### config.mk
export PLATFORM = sky130hd
export DESIGN_NAME = oepi_aggregator
export DESIGN_NICKNAME = d
export VERILOG_FILES = /design/src/rtl/oepi_pkg.sv /design/src/rtl/oepi_b2b_counter.sv /design/src/rtl/oepi_ep_status.sv /design/src/rtl/oepi_reg_port.sv /design/src/rtl/oepi_aggregator.sv
export SDC_FILE = /design/constraint.sdc
export NUM_CORES = 1
export LEC_CHECK = 0
export BUFFER_PORTS_ARGS = -buffer_cell sky130_fd_sc_hd__buf_4
export CORE_ASPECT_RATIO = 1.2
export CORE_MARGIN = 5
export CORE_UTILIZATION = 60
export CTS_CLUSTER_SIZE = 30
export DETAILED_ROUTE_END_ITERATION = 7
export PLACE_DENSITY_LB_ADDON = 0.1
export SLEW_MARGIN = 20
export SYNTH_ARGS = -nofsm -noshare
export SYNTH_HDL_FRONTEND = slang
export SYNTH_HIERARCHICAL = 1
export SYNTH_SLANG_ARGS = --single-unit
### constraint.sdc
create_clock -name clk -period 7.2 [get_ports clk]
set_clock_uncertainty 0.2 [all_clocks]
set_input_delay 0.72 -clock clk [delete_from_list [all_inputs] [get_ports clk]]
set_output_delay 0.72 -clock clk [all_outputs]
set_load 0.02 [all_outputs]
### src/rtl/oepi_pkg.sv
package oepi_pkg;

  // Defined flags of one endpoint word; bit positions are decoded by software.
  typedef struct packed {
    logic nyet;    // bit 14
    logic b2b;     // bit 6
    logic offtok;  // bit 4
    logic stdone;  // bit 3
    logic epdis;   // bit 1
    logic xfer;    // bit 0
  } ep_flags_t;

  localparam int POS_XFER   = 0;
  localparam int POS_EPDIS  = 1;
  localparam int POS_STDONE = 3;
  localparam int POS_OFFTOK = 4;
  localparam int POS_B2B    = 6;
  localparam int POS_NYET   = 14;

  localparam logic [31:0] WORD_RESET = 32'h0000_0080;

  function automatic logic [31:0] flags_to_word(input ep_flags_t f);
    logic [31:0] w;
    w = WORD_RESET;
    w[POS_XFER]   = f.xfer;
    w[POS_EPDIS]  = f.epdis;
    w[POS_STDONE] = f.stdone;
    w[POS_OFFTOK] = f.offtok;
    w[POS_B2B]    = f.b2b;
    w[POS_NYET]   = f.nyet;
    return w;
  endfunction

  function automatic ep_flags_t word_to_flags(input logic [31:0] w);
    ep_flags_t f;
    f.xfer   = w[POS_XFER];
    f.epdis  = w[POS_EPDIS];
    f.stdone = w[POS_STDONE];
    f.offtok = w[POS_OFFTOK];
    f.b2b    = w[POS_B2B];
    f.nyet   = w[POS_NYET];
    return f;
  endfunction

endpackage

### src/rtl/oepi_b2b_counter.sv
module oepi_b2b_counter #(
  parameter int LIMIT = 3
) (
  input  logic clk,
  input  logic rst,
  input  logic setup_pkt,
  input  logic other_pkt,
  output logic over_limit
);
  localparam int SAT   = LIMIT + 1;
  localparam int CNT_W = $clog2(SAT + 1);
  localparam logic [CNT_W-1:0] SAT_V = CNT_W'(SAT);
  localparam logic [CNT_W-1:0] LIM_V = CNT_W'(LIMIT);

  logic [CNT_W-1:0] cnt_q;

  always_ff @(posedge clk) begin
    if (rst) begin
      cnt_q <= '0;
    end else if (other_pkt) begin
      cnt_q <= '0;
    end else if (setup_pkt && cnt_q != SAT_V) begin
      cnt_q <= cnt_q + 1'b1;
    end
  end

  // Current packet is the (LIMIT+1)-th or later SETUP in a row
  assign over_limit = setup_pkt && (cnt_q >= LIM_V);


  no_pkt_overlap_chk: assert property (@(posedge clk) disable iff (rst)
    !(setup_pkt && other_pkt));


  cnt_saturate_chk: assert property (@(posedge clk) disable iff (rst)
    cnt_q <= SAT_V);


  cnt_restart_chk: assert property (@(posedge clk) disable iff (rst)
    other_pkt |=> cnt_q == '0);

endmodule

### src/rtl/oepi_ep_status.sv
module oepi_ep_status
  import oepi_pkg::*;
#(
  parameter bit IS_CTRL   = 1'b0,
  parameter int B2B_LIMIT = 3
) (
  input  logic      clk,
  input  logic      rst,
  input  logic      ev_xfer,
  input  logic      ev_epdis,
  input  logic      ev_stdone,
  input  logic      ev_offtok,
  input  logic      ev_nyet,
  input  logic      ev_setup_pkt,
  input  logic      ev_other_pkt,
  input  logic      clr_en,
  input  ep_flags_t clr_mask,
  output ep_flags_t flags,
  output logic      pending
);
  ep_flags_t flags_q, set_v, clr_v;
  logic      b2b_hit;

  generate
    if (IS_CTRL) begin : g_ctrl
      oepi_b2b_counter #(.LIMIT(B2B_LIMIT)) u_b2b (
        .clk        (clk),
        .rst        (rst),
        .setup_pkt  (ev_setup_pkt),
        .other_pkt  (ev_other_pkt),
        .over_limit (b2b_hit)
      );
    end else begin : g_plain
      assign b2b_hit = 1'b0;
    end
  endgenerate

  always_comb begin
    set_v.xfer   = ev_xfer;
    set_v.epdis  = ev_epdis;
    set_v.nyet   = ev_nyet;
    set_v.stdone = IS_CTRL && ev_stdone;
    set_v.offtok = IS_CTRL && ev_offtok;
    set_v.b2b    = b2b_hit;
    clr_v        = clr_en ? clr_mask : '0;
  end

  // Event wins over a simultaneous write-1 clear
  always_ff @(posedge clk) begin
    if (rst) flags_q <= '0;
    else     flags_q <= (flags_q & ~clr_v) | set_v;
  end

  assign flags   = flags_q;
  assign pending = |flags_q;


  xfer_sticky_chk: assert property (@(posedge clk) disable iff (rst)
    ev_xfer |=> flags_q.xfer);


  hold_until_clear_chk: assert property (@(posedge clk) disable iff (rst)
    (flags_q.nyet && !(clr_en && clr_mask.nyet)) |=> flags_q.nyet);


  clear_chk: assert property (@(posedge clk) disable iff (rst)
    (clr_en && clr_mask.epdis && !ev_epdis) |=> !flags_q.epdis);


  event_wins_chk: assert property (@(posedge clk) disable iff (rst)
    (clr_en && clr_mask.xfer && ev_xfer) |=> flags_q.xfer);

endmodule

### src/rtl/oepi_reg_port.sv
module oepi_reg_port
  import oepi_pkg::*;
#(
  parameter int               NUM_EP   = 8,
  parameter int               ADDR_W   = 12,
  parameter int               DATA_W   = 32,
  parameter logic [ADDR_W-1:0] BASE    = 12'hB08,
  parameter int               STRIDE   = 32,
  parameter logic [ADDR_W-1:0] SUM_ADDR = 12'h800
) (
  input  logic                          clk,
  input  logic                          rst,
  input  logic                          wr_en,
  input  logic                          rd_en,
  input  logic [ADDR_W-1:0]             addr,
  input  logic [DATA_W-1:0]             wdata,
  input  logic [NUM_EP-1:0][DATA_W-1:0] words,
  input  logic [NUM_EP-1:0]             summary,
  output logic [NUM_EP-1:0]             wr_sel,
  output ep_flags_t                     clr_mask,
  output logic [DATA_W-1:0]             rdata
);
  localparam int SH    = $clog2(STRIDE);
  localparam int IDX_W = (NUM_EP > 1) ? $clog2(NUM_EP) : 1;
  localparam logic [ADDR_W-1:0] EP_LIM = ADDR_W'(NUM_EP);

  logic [ADDR_W-1:0] off;
  logic [ADDR_W-1:0] slot;
  logic              hit;
  logic [IDX_W-1:0]  idx;

  always_comb begin
    off  = addr - BASE;
    slot = off >> SH;
    hit  = (addr >= BASE) && (off[SH-1:0] == '0) && (slot < EP_LIM);
    idx  = slot[IDX_W-1:0];
    for (int i = 0; i < NUM_EP; i++) begin
      wr_sel[i] = wr_en && hit && (idx == IDX_W'(i));
    end
    clr_mask = word_to_flags(wdata[31:0]);
  end

  always_ff @(posedge clk) begin
    if (rst) begin
      rdata <= '0;
    end else if (rd_en) begin
      if (hit)                   rdata <= words[idx];
      else if (addr == SUM_ADDR) rdata <= DATA_W'(summary);
      else                       rdata <= '0;
    end
  end


  one_target_chk: assert property (@(posedge clk) disable iff (rst)
    $onehot0(wr_sel));

endmodule

### src/rtl/oepi_aggregator.sv
module oepi_aggregator
  import oepi_pkg::*;
#(
  parameter int                NUM_EP      = 8,
  parameter int                ADDR_W      = 12,
  parameter int                DATA_W      = 32,
  parameter logic [ADDR_W-1:0] BASE        = 12'hB08,
  parameter int                STRIDE      = 32,
  parameter logic [ADDR_W-1:0] SUM_ADDR    = 12'h800,
  parameter logic [NUM_EP-1:0] CTRL_EP_MASK = 8'h01,
  parameter int                B2B_LIMIT   = 3
) (
  input  logic              clk,
  input  logic              rst,
  input  logic [NUM_EP-1:0] ev_xfer_done,
  input  logic [NUM_EP-1:0] ev_ep_disabled,
  input  logic [NUM_EP-1:0] ev_setup_done,
  input  logic [NUM_EP-1:0] ev_out_while_off,
  input  logic [NUM_EP-1:0] ev_nyet_sent,
  input  logic [NUM_EP-1:0] ev_setup_pkt,
  input  logic [NUM_EP-1:0] ev_other_pkt,
  input  logic              reg_wr_en,
  input  logic              reg_rd_en,
  input  logic [ADDR_W-1:0] reg_addr,
  input  logic [DATA_W-1:0] reg_wdata,
  output logic [DATA_W-1:0] reg_rdata,
  output logic [NUM_EP-1:0] ep_summary,
  output logic              out_irq
);
  logic [NUM_EP-1:0]             wr_sel;
  ep_flags_t                     clr_mask;
  ep_flags_t [NUM_EP-1:0]        flags;
  logic [NUM_EP-1:0]             pend;
  logic [NUM_EP-1:0][DATA_W-1:0] words;

  genvar g;
  generate
    for (g = 0; g < NUM_EP; g++) begin : g_ep
      oepi_ep_status #(
        .IS_CTRL   (CTRL_EP_MASK[g]),
        .B2B_LIMIT (B2B_LIMIT)
      ) u_ep (
        .clk          (clk),
        .rst          (rst),
        .ev_xfer      (ev_xfer_done[g]),
        .ev_epdis     (ev_ep_disabled[g]),
        .ev_stdone    (ev_setup_done[g]),
        .ev_offtok    (ev_out_while_off[g]),
        .ev_nyet      (ev_nyet_sent[g]),
        .ev_setup_pkt (ev_setup_pkt[g]),
        .ev_other_pkt (ev_other_pkt[g]),
        .clr_en       (wr_sel[g]),
        .clr_mask     (clr_mask),
        .flags        (flags[g]),
        .pending      (pend[g])
      );
      assign words[g] = DATA_W'(flags_to_word(flags[g]));
    end
  endgenerate

  oepi_reg_port #(
    .NUM_EP   (NUM_EP),
    .ADDR_W   (ADDR_W),
    .DATA_W   (DATA_W),
    .BASE     (BASE),
    .STRIDE   (STRIDE),
    .SUM_ADDR (SUM_ADDR)
  ) u_port (
    .clk      (clk),
    .rst      (rst),
    .wr_en    (reg_wr_en),
    .rd_en    (reg_rd_en),
    .addr     (reg_addr),
    .wdata    (reg_wdata),
    .words    (words),
    .summary  (ep_summary),
    .wr_sel   (wr_sel),
    .clr_mask (clr_mask),
    .rdata    (reg_rdata)
  );

  always_ff @(posedge clk) begin
    if (rst) begin
      ep_summary <= '0;
      out_irq    <= 1'b0;
    end else begin
      ep_summary <= pend;
      out_irq    <= |pend;
    end
  end


  irq_summary_chk: assert property (@(posedge clk) disable iff (rst)
    out_irq == (ep_summary != '0));


  summary_follow_chk: assert property (@(posedge clk) disable iff (rst)
    (pend == '0) |=> !out_irq);

endmodule

## Word-level counts from Yosys, hierarchy flattened

Index checks and enable logic that the tools add are counted.

| cells by class | value |
|---|---|
| add/subtract/negate cells | 2 |
| multiply operators | 0 |
| div/mod/pow operators | 0 |
| $lt $le $gt $ge | 4 |
| equal/unequal tests | 9 |
| shifts and indexed selects | 0 |
| muxes and demuxes | 12 |
| bitwise logic cells | 24 |
| reductions and logical operators | 25 |

Operators with widths:

| operator | number |
|---|---|
| $bmux 32 s3 | 1 |
| $mux 32 | 2 |
| $and 6x6->6 | 8 |
| $mux 6 | 8 |
| $not 6->6 | 8 |
| $or 6x6->6 | 8 |
| $reduce_or 48->1 | 1 |
| $reduce_or 6->1 | 8 |
| $logic_and 1x1->1 | 13 |
| $eq 12x12->1 const B | 1 |
| $eq 3x3->1 const B | 4 |
| $ge 12x12->1 const B | 1 |
| $sub 12x12->12 const B | 1 |
| $mux 8 | 1 |
| $lt 7x4->1 const B | 1 |
| $eq 3x2->1 const B | 2 |
| $logic_not 5->1 | 1 |
| $lt 3x4->1 const B | 1 |
| $add 3x1->3 const B | 1 |
| $eq 3x1->1 const B | 1 |
| $ge 3x2->1 const B | 1 |
| $logic_not 3->1 | 1 |
| $ne 3x3->1 const B | 1 |
| $reduce_or 2->1 | 1 |

| storage, ports and cells | value |
|---|---|
| register bits | 92 |
| bits in latches | 0 |
| RAM bits | 0 |
| memory bits (read-only) | 0 |
| memories | 0 |

## Logic depth before layout (Yosys ltp)

Gate-level depths: netlist of run 1.

| logic depth | value |
|---|---|
| word-level depth | 10 |
| mapped depth | 12 |
| gate-level depth less buffers | 9 |

## By module

Netlist of run 1, hierarchy kept.

Modules (own cells, without submodules):

| module | times used | cells an instance | area an instance (um^2) | sequential area each (um^2) |
|---|---|---|---|---|
| oepi_reg_port | 1 | 638 | 4,366.7 | 640.6 |
| oepi_ep_status at g_ep[1].u_ep ... | 7 | 23 | 214.0 | 120.1 |
| oepi_aggregator | 1 | 22 | 267.8 | 180.2 |
| oepi_ep_status at g_ep[0].u_ep | 1 | 27 | 231.5 | 120.1 |
| oepi_b2b_counter | 1 | 20 | 196.4 | 60.1 |

## Worst setup path before layout of run 1

No wires, ideal clock.

| timing path | value |
|---|---|
| kind | input to register |
| start point | in reg_addr[3] |
| end point | reg g_ep[6].u_ep.flags_q, in the netlist g_ep[6].u_ep/flags[0] |
| arrival time | 2,655 ps |
| path slack | 4,192 ps |
| cell stages on the path | 8 |
| buffers on the path | 0 |
| cell sequence | inv_1 ha_1 or4b_1 o221ai_2 o2111ai_2 or3_2 nor3_1 a311oi_1 |

| on the way | value |
|---|---|
| longest elaborated chain between the ends | 10 |

Ends and longest elaborated chain:

| item | line | RTL |
|---|---|---|
| start: declaration | oepi_aggregator.sv:24 | `input logic [ADDR_W-1:0] reg_addr,` |
| parallel branches: the longest is 5 deep, another holds $sub 12x12->12 | - |  |
| $logic_and 1x1->1 * | oepi_reg_port.sv:38 | `wr_sel[i] = wr_en && hit && (idx == IDX_W'(i));` |
| net wr_sel[6] | oepi_aggregator.sv:30 | `logic [NUM_EP-1:0] wr_sel;` |
| $mux 6 * | oepi_ep_status.sv:45 | `clr_v = clr_en ? clr_mask : '0;` |
| $not 6->6 * | oepi_ep_status.sv:51 | `else flags_q <= (flags_q & ~clr_v) \| set_v;` |
| $and 6x6->6 * | oepi_ep_status.sv:51 |  |
| $or 6x6->6 * | oepi_ep_status.sv:51 |  |
| end signal: assignment | oepi_ep_status.sv:51 |  |
| end: declaration | oepi_ep_status.sv:21 | `ep_flags_t flags_q, set_v, clr_v;` |

Mark *: on every way through the listed nets, which the timed path passes.
A chain may end at the register's enable or synchronous reset.

## Worst setup path after layout of run 1

| timing path | value |
|---|---|
| start point | in reg_addr[5] |
| end point | reg g_ep[0].u_ep.flags_q, in the netlist g_ep[0].u_ep/flags[1] |

| on the way | value |
|---|---|
| longest elaborated chain between the ends | 9 |

Ends and longest elaborated chain:

| item | line | RTL |
|---|---|---|
| $sub 12x12->12 / $ge 12x12->1 (equally long branches) | oepi_reg_port.sv:33, oepi_reg_port.sv:35 |  |
| $lt 7x4->1 / $logic_and 1x1->1 (equally long branches) | oepi_reg_port.sv:35 | `hit = (addr >= BASE) && (off[SH-1:0] == '0) && (slot < EP_LIM);` |
| $logic_and 1x1->1 | oepi_reg_port.sv:35 |  |
| $logic_and 1x1->1 | oepi_reg_port.sv:38 |  |
| $logic_and 1x1->1 * | oepi_reg_port.sv:38 |  |
| net wr_sel[0] | oepi_aggregator.sv:30 |  |
| $mux 6 * | oepi_ep_status.sv:45 |  |
| $not 6->6 * | oepi_ep_status.sv:51 |  |
| $and 6x6->6 * | oepi_ep_status.sv:51 |  |
| $or 6x6->6 * | oepi_ep_status.sv:51 |  |
| end signal: assignment | oepi_ep_status.sv:51 |  |
| end: declaration | oepi_ep_status.sv:21 |  |

The timed path passes the listed nets; every way through them passes the cells marked *.

==> results.env, run 1 <==
GRT_MAX_DEGREE=97
DIE-WIDTH_UM=105.5
POSTCTSSETUPBUFFERS=0
CLOCK_SINK_COUNT=92
TRITONCTS='done'
FIN_SETUP_TNS_PS=0
FMAX_GHz=0.2785
OVERFLOW=0
CRITICAL_PATH.CELL_CHAIN='buf_4 -> nor3_1 -> xnor2_2 -> buf_4 -> nand2_1 -> nor3_1 -> a311oi_1'
FF2FF_PATH_DEPTH=5
TIMING.CRITICAL_PATH.TO='g_ep[0].u_ep/flags[1]'
SETUP_VIOL=0
DIEAREA_SQ_UM=13130
GROUTE.LAYER.MET1.USAGE=0.3539
GRTUSAGEMET2=0.4865
CRITICAL_PATH_DATA_REQUIRED_TIME_PS=7170
IO_BUFFER_COUNT=90
DETAILROUTE.VIA_COUNT=6953
UTILIZATION=0.7860
CRITPATHLAUNCH='reg_addr[5]'
END_KIND='register'
GRT_PASS1_VIAS=6422
DRT_ITER0_DRC=592
POST_CTS_RESIZED=0
FINALNETCOUNT=1250
GRT_PASS1_WL_UM=31090
CELL_WITH_THE_LARGEST_STAGE_DELAY_ON_THE_WORST_PATH='sky130_fd_sc_hd__nor3_1'
NUMBER_OF_CELLS_IN_THE_DESIGN_AFTER_PLACEMENT=1260
PLACE_HPWL_UM=12540
FINALMAXSLEWVIOLATIONS=0
AREA.SEQUENTIAL_SQ_UM=1842
POSTSYNTH.ASYNCRESETSHARE=0
N_FILL_CELL=830
WORST_R2R_ENDPOINT='u_port/rdata[0]'
CORE_AREA_SQ_UM=10620
PERIOD_MINUS_SLACK_PS=3590
CLKLATENCYLATEPIN_PS=350
WORST_R2R_STARTPOINT='g_ep[6].u_ep/flags[0]'
CLOCK_TREE.BUFFER_DEPTH=2
LAYOUT.CELLS.MOST_COMMON='sky130_fd_sc_hd__conb_1'
LEAKAGE_POWER_TOTAL_uW=0.003555
FINAL_HOLD_VIOL_COUNT=0
ANTENNA-DIODE-COUNT=0
SYNTH_CELL_TYPES=68
POSTROUTEANTENNANETS=0
CP_DATA_ARRIVAL_TIME_PS=3560
SYNTH_TOP_FLOP_CELL='sky130_fd_sc_hd__dfxtp_1'
ROUTE.DETAILED.DRC=0
SYNTH_WARNINGS=6
RUN_STATUS='finished clean'
FINAL_MIN_PERIOD_OVER_CLOCK_PERIOD=0.4987
GRT_MOST_USED_LAYER='met2'
VIASPERCELL=5.449
CLOCK_PIN_SLEW_WORST_SETUP_AND_HOLD_PATHS_PS=80
RSZ0062_AT_GRT='false'
YS_SEQ_ELEMENTS=92
AREA_GROWTH_PCT=27.24
DIEHEIGHT_UM=124.5
EDFF_COUNT_SYNTH=0
WORST-SLEW-PIN-TRANSITION_PS=1119
CP_SLOWEST_STAGE_DELAY_PS=970
DRT_PRE_ANTENNA_ITERS=5
CRIT_PATH_MAX_FANOUT=94
SYNTH_SEQ_AREA_SHARE=0.2808
POST_CTS_HOLD_BUFFER_COUNT=0
CTSHTREEMAXLEVEL=3
CRITPATHKIND='input port to register'
POST_SYNTH_INST_COUNT=868
ROWS=41
GRT_UTIL_MET3=0.04717
TYPE_OF_THE_WORST_MIN_DELAY_PATH='register to register'
GRT.TOTAL_USAGE=0.2854
LAYOUT-DRIVE-GT1-SHARE=0.1316
WL_UM=18720
PLACE.GP.CONGESTION=0.9430
CTS_ROOT_BUF='sky130_fd_sc_hd__clkbuf_16'
FF2FF_SETUP_SLACK_PS=5410
NETLIST_AREA_SQ_UM=6560
MULTIINPUTGATEAREA_SQ_UM=5094
DESIGN.PORTCOUNT=145
MAX-CAP-VIOLATIONS=0
ANTENNA_VIOLATIONS_BEFORE_REPAIR=0
SYN_AREA_PER_CELL_SQ_UM=7.558
EFFECTIVE_UTILIZATION_AT_FLOORPLAN=0.6178
MAX_SLEW_MARGIN=0.2481
ROUTEDWLPERCELL_UM=14.67
PEAKVDDDROP_V=0.0001909
FINISH.CELL_COUNT_WITHOUT_FILLERS=1276
STARTPOINT_TYPE='input port'
MOSTFREQUENTLAYOUTCELLS='sky130_fd_sc_hd__conb_1, sky130_fd_sc_hd__nand2_1, sky130_fd_sc_hd__buf_4'
CTS_MADE_BUFFERS=9
POWER_uW=1349
POWER_PER_CELL_AREA_nW_PER_UM2=161.7
## state kept, by name, indices dropped and copies added (netlist names)
name	cells
g_ep.u_ep/g_ctrl.u_b2b/cnt_q	3
out_irq	1
u_port/rdata	32
g_ep.u_ep/flags	48
ep_summary	8
## where the power goes
part / switching [uW] / total, uW / internal, uW
Combinational: 191 / 316 / 125
Clock: 242 / 488 / 247
Sequential: 19.7 / 545 / 525
## per-layer routing
| layer | wire length [um] | part of all wire |
|---|---|---|
| met4 | 609 | 0.033 |
| met3 | 1265 | 0.068 |
| met2 | 9348 | 0.50 |
| met1 | 7500 | 0.40 |
| met5 | 0 | 0 |
## worst max-delay path, delay by kind of cell
kind	cells	cell delay, ps
AOI/OAI and AO/OA	1	190
buffers and inverters	2	910
and+or+nand+nor	3	1530
xor gates and xnor gates	1	140
## metrics by stage
stage               hold WS [ps]  cell area [sq um]  setup WS, ps
floorplan                  232.5               7453          4192
detailed placement         242.2               8046          3353
finish                     250.2               8347          3610
CTS                        251.9               8347          3712
global route               271.9               8347          3397
global placement           235.6               8046          3414
## how the worst min path moves through the flow
stage / to / cells past startpoint / startpoint / slack, ps
3_3_place_gp: u_port/rdata[10] / 2 / u_port/rdata[10] / 240
2_1_floorplan: g_ep[3].u_ep/flags[4] / 2 / g_ep[3].u_ep/flags[4] / 230
5_1_grt: u_port/rdata[16] / 2 / u_port/rdata[16] / 270
3_5_place_dp: u_port/rdata[10] / 2 / u_port/rdata[10] / 240
6_report: u_port/rdata[23] / 2 / u_port/rdata[23] / 250
4_1_cts: u_port/rdata[10] / 2 / u_port/rdata[10] / 250
## Yosys cell counts (all sizes together), types with 2 or more instances
| master | number | area share |
|---|---|---|
| a221oi | 4 | 0.0053 |
| o211ai | 4 | 0.0046 |
| inv | 59 | 0.034 |
| buf | 28 | 0.027 |
| or3 | 3 | 0.0032 |
| a31oi | 33 | 0.031 |
| dfxtp | 92 | 0.28 |
| nor4 | 10 | 0.011 |
| nand2 | 140 | 0.080 |
| ha | 4 | 0.0076 |
| conb | 2 | 0.0011 |
| clkbuf | 44 | 0.025 |
| o32ai | 2 | 0.0027 |
| nor2b | 16 | 0.015 |
| nor3b | 2 | 0.0023 |
| o2111ai | 3 | 0.0050 |
| a22oi | 2 | 0.0023 |
| a311oi | 52 | 0.069 |
| o21ai | 40 | 0.031 |
| mux2 | 2 | 0.0034 |
| nand3 | 21 | 0.016 |
| a311o | 2 | 0.0031 |
| a2111oi | 3 | 0.0042 |
| and2 | 54 | 0.052 |
| a21oi | 38 | 0.029 |
| mux4 | 15 | 0.051 |
| nor3 | 16 | 0.014 |
| a21boi | 2 | 0.0029 |
| a21o | 3 | 0.0036 |
| o31ai | 4 | 0.0046 |
| o21bai | 2 | 0.0023 |
| a211oi | 76 | 0.087 |
| nand3b | 2 | 0.0023 |
| and3 | 5 | 0.0048 |
| xnor2 | 4 | 0.0053 |
| and4 | 2 | 0.0027 |
| nor2 | 44 | 0.025 |
| mux2i | 16 | 0.024 |
## kinds of logic after synthesis
logic type | count (synthesis) | share of synthesized area
adders and majority gates | 4 | 0.007630
other | 2 | 0.001145
buffers and inverters | 131 | 0.08564
muxes | 33 | 0.07934
AOI/OAI and AO/OA | 277 | 0.2985
DFF | 92 | 0.2808
xor gates and xnor gates | 5 | 0.006675
and+or+nand+nor | 324 | 0.2403
## layout make-up
class                      instances  area share
timing repair buffer              97     0.08724
multi-input combinational        883      0.6103
clock inverter                     7    0.008994
sequential                        92      0.2207
tap                              129     0.01934
clock buffer                       9     0.02698
inverter                          59     0.02653
(Power assumes the default switching activity.)
==> run 2: changes to the inputs <==
- CORE_UTILIZATION: 60 -> 56
- clock period: 7.2 -> 3.6 ns (I/O delays scaled with it)
==> run 2 against run 1 <==
  * Sequential power rose by 100%
  * Worst setup slack lost 2800 ps
  * Utilization decreased by 4.4 points
  * Clock-buffer cell count unchanged
  * Worst hold slack lost 180 ps
  * Flip-flop and latch count stayed put
  * Critical path type unchanged
==> results.env, run 2 (synthesis results as in run 1) <==
RUN_STATUS='finished clean'
TYPE_OF_THE_WORST_MIN_DELAY_PATH='input port to register'
FMAX_GHz=0.3609
FINALMAXSLEWVIOLATIONS=0  # unchanged
COMBINATIONALPOWERSHARE=0.241  # +0.007
PEAKVDDDROP_V=0.0002475  # +30%
CP_SLOWEST_STAGE_DELAY_PS=540  # -430 ps
CRITPATHMOSTFREQUENTCELL='sky130_fd_sc_hd__buf_4'
POSTCTSSETUPBUFFERS=0  # unchanged
HOLDPATHEND='g_ep[6].u_ep/flags[1]'
DESIGN.PORTCOUNT=145  # unchanged
CTS_MADE_BUFFERS=9  # unchanged
DRT_ITER0_DRC=710  # +20%
N_FILL_CELL=1001  # +21%
LEAKAGE_POWER_TOTAL_uW=0.003655  # +2.8%
TRITONCTS='done'
FINAL_MIN_PERIOD_OVER_CLOCK_PERIOD=0.7698
CORE_AREA_SQ_UM=11510  # +8.4%
MOSTFREQUENTLAYOUTCELLS='sky130_fd_sc_hd__conb_1, sky130_fd_sc_hd__nand2_1, sky130_fd_sc_hd__buf_4'
GRT.TOTAL_USAGE=0.2748  # -0.01064
SHARE_CLK_OF_TOTAL_POWER=0.353  # -0.009
END_KIND='register'
CP_DATA_ARRIVAL_TIME_PS=2760  # -800 ps
EFFECTIVE_UTILIZATION_AT_FLOORPLAN=0.5698  # -0.04800
CTS_ROOT_BUF='sky130_fd_sc_hd__clkbuf_16'
POWER.SHARE.SEQUENTIAL=0.406  # +0.002
WORST_R2R_ENDPOINT='out_irq'
LARGEST_REG_FLOPS=48  # unchanged
LAYOUT.CELLS.MOST_COMMON='sky130_fd_sc_hd__conb_1'
PLACE_HPWL_UM=13120  # +4.6%
GRT_PASS1_WL_UM=30970  # -0.38%
GRT_PASS1_VIAS=6391  # -0.48%
INTERNAL_POWER_uW=1798  # +100%
WL_UM=19010  # +1.5%
CRIT_PATH_MAX_FANOUT=7  # -93%
POWER_PER_CELL_AREA_nW_PER_UM2=313.8  # +94%
NET-SWITCHING-POWER_uW=881.8  # +95%
CLOCK_TREE.BUFFER_DEPTH=2  # unchanged
DETAILROUTE.VIA_COUNT=7067  # +1.6%
CTSHTREEMAXLEVEL=3  # unchanged
CRITICAL_PATH_DATA_REQUIRED_TIME_PS=3590  # -3580 ps
ANTENNA-DIODE-COUNT=0  # unchanged
WORST-SLEW-PIN-TRANSITION_PS=904.1  # -215.1 ps
FF2FF_SETUP_SLACK_PS=1790  # -3620 ps
MIN_PATH_CELLS=2  # unchanged
DRT_PRE_ANTENNA_ITERS=5  # unchanged
DIEAREA_SQ_UM=13990  # +6.5%
AREA_GROWTH_PCT=30.19
ANTENNA_VIOLATIONS_BEFORE_REPAIR=0  # unchanged
MAX-CAP-VIOLATIONS=0  # unchanged
POST_CTS_RESIZED=0  # unchanged
ROWS=43  # +4.9%
GRT_MAX_DEGREE=93  # -4.1%
HOLD_SLACK_PS=74.91  # -175.2 ps
ROUTE.DETAILED.DRC=0  # unchanged
LAYOUT-DRIVE-GT1-SHARE=0.1451  # +0.01342
NUMBER_OF_CELLS_IN_THE_DESIGN_AFTER_PLACEMENT=1305  # +3.6%
STARTPOINT_TYPE='input port'
FINALNETCOUNT=1268  # +1.4%
FINISH.CELL_COUNT_WITHOUT_FILLERS=1322  # +3.6%
MIN_FROM='reg_wdata[1]'
PLACE.GP.CONGESTION=0.9690  # +2.8%
FINAL_HOLD_VIOL_COUNT=0  # unchanged
VIASPERCELL=5.346  # -1.9%
FF2FF_PATH_DEPTH=4  # -1
CELL_WITH_THE_LARGEST_STAGE_DELAY_ON_THE_WORST_PATH='sky130_fd_sc_hd__nor3_1'
CRITPATHKIND='input port to register'
CLOCK_SINK_COUNT=92  # unchanged
PERIOD_MINUS_SLACK_PS=2771
DIEHEIGHT_UM=128.6  # +3.2%
CRITICAL_PATH.CELL_CHAIN='buf_4 -> inv_1 -> ha_2 -> or4b_1 -> o221ai_2 -> o2111ai_2 -> nor2_1 -> nand2_1 -> nor3_1 -> buf_4 -> a311oi_1'
DIE-WIDTH_UM=108.8  # +3.2%
OVERFLOW=0  # unchanged
POSTROUTEANTENNANETS=0  # unchanged
RSZ0062_AT_GRT='false'
MAX_SLEW_MARGIN=0.3930  # +0.1448
AREA.SEQUENTIAL_SQ_UM=1842  # unchanged
FIN_SETUP_TNS_PS=0  # unchanged
CLOCK_PIN_SLEW_WORST_SETUP_AND_HOLD_PATHS_PS=70  # about the same
ROUTEDWLPERCELL_UM=14.38  # -2.0%
IO_BUFFER_COUNT=90  # unchanged
CLKLATENCYLATEPIN_PS=350  # about the same
POWER.SWITCHING_FRACTION=0.3290  # -0.006148
SETUP_VIOL=0  # unchanged
WORST_R2R_STARTPOINT='g_ep[1].u_ep/flags[1]'
MULTIINPUTGATEAREA_SQ_UM=5101  # +0.15%
-- run 2: cell types whose count changed in the layout (fill, tap and decap cells not counted) --
cell | previous run | this run
sky130_fd_sc_hd__buf_4 | 97 | 112
sky130_fd_sc_hd__buf_12 | 0 | 2
sky130_fd_sc_hd__clkinv_2 | 0 | 1
sky130_fd_sc_hd__clkinv_4 | 1 | 0
sky130_fd_sc_hd__clkinv_8 | 1 | 0
sky130_fd_sc_hd__dlygate4sd3_1 | 0 | 1
sky130_fd_sc_hd__inv_6 | 1 | 2
sky130_fd_sc_hd__nor2_1 | 43 | 42
sky130_fd_sc_hd__nor2_4 | 1 | 2
-- run 2: area by class of cell --
class | count | share of cell area
Multi-Input combinational cell | 883 | 0.5973
Sequential cell | 92 | 0.2156
Timing Repair Buffer | 115 | 0.1043
Clock buffer | 9 | 0.02637
Inverter | 59 | 0.02593
Tap cell | 157 | 0.02300
Clock inverter | 7 | 0.007471
-- run 2: worst max-delay path, delay by kind of cell --
family          cells  cell delay [ps]
compound gates      3              470
fa+ha+maj           1              170
buf+inv             3              450
simple gates        4             1310
-- run 2: timing repair --
action,4_1_cts,5_1_grt
setup endpoints to repair,0,0
endpoints found under the hold margin,3,0
hold buffers,1,0
-- run 2: power by group through the flow --
stage	logic [uW]	registers, uW	clock network, uW
floorplan	454	1110	0
global placement	619	1110	0
detailed placement	626	1110	0
CTS	629	1090	967
global route	725	1090	1010
finish	646	1090	945
-- run 2: metrics by stage --
stage	power [uW]	worst slack [ps]	area, sq um	util
global route	2827	753.7	8541	0.7418
floorplan	1562	952.4	7453	-
finish	2680	828.8	8541	0.7418
CTS	2683	880.0	8536	0.7414
detailed placement	1737	521.7	8237	0.7154
global placement	1729	581.1	8237	0.7154
-- run 2: worst max path at each step --
stage / startpoint / endpoint / slack [ps] / cells after the start
2_1_floorplan: reg_addr[3] / g_ep[6].u_ep/flags[0] / 950 / 8
3_3_place_gp: reg_addr[6] / g_ep[5].u_ep/flags[5] / 580 / 9
3_5_place_dp: reg_addr[3] / g_ep[5].u_ep/flags[5] / 520 / 11
4_1_cts: reg_addr[3] / g_ep[5].u_ep/flags[5] / 880 / 11
5_1_grt: reg_addr[3] / g_ep[5].u_ep/flags[5] / 750 / 11
6_report: reg_addr[3] / g_ep[5].u_ep/flags[5] / 830 / 11
-- run 2: layer usage --
metal  wire length, um  up-vias  part of all wire  track usage
li1                  -     3534                 -            -
met1              7796     3185              0.41       0.3408
met2              9258      275              0.49       0.4594
met3              1144       73             0.060      0.05168
met4               810        0             0.043       0.1293
met5                 0        -                 0            0
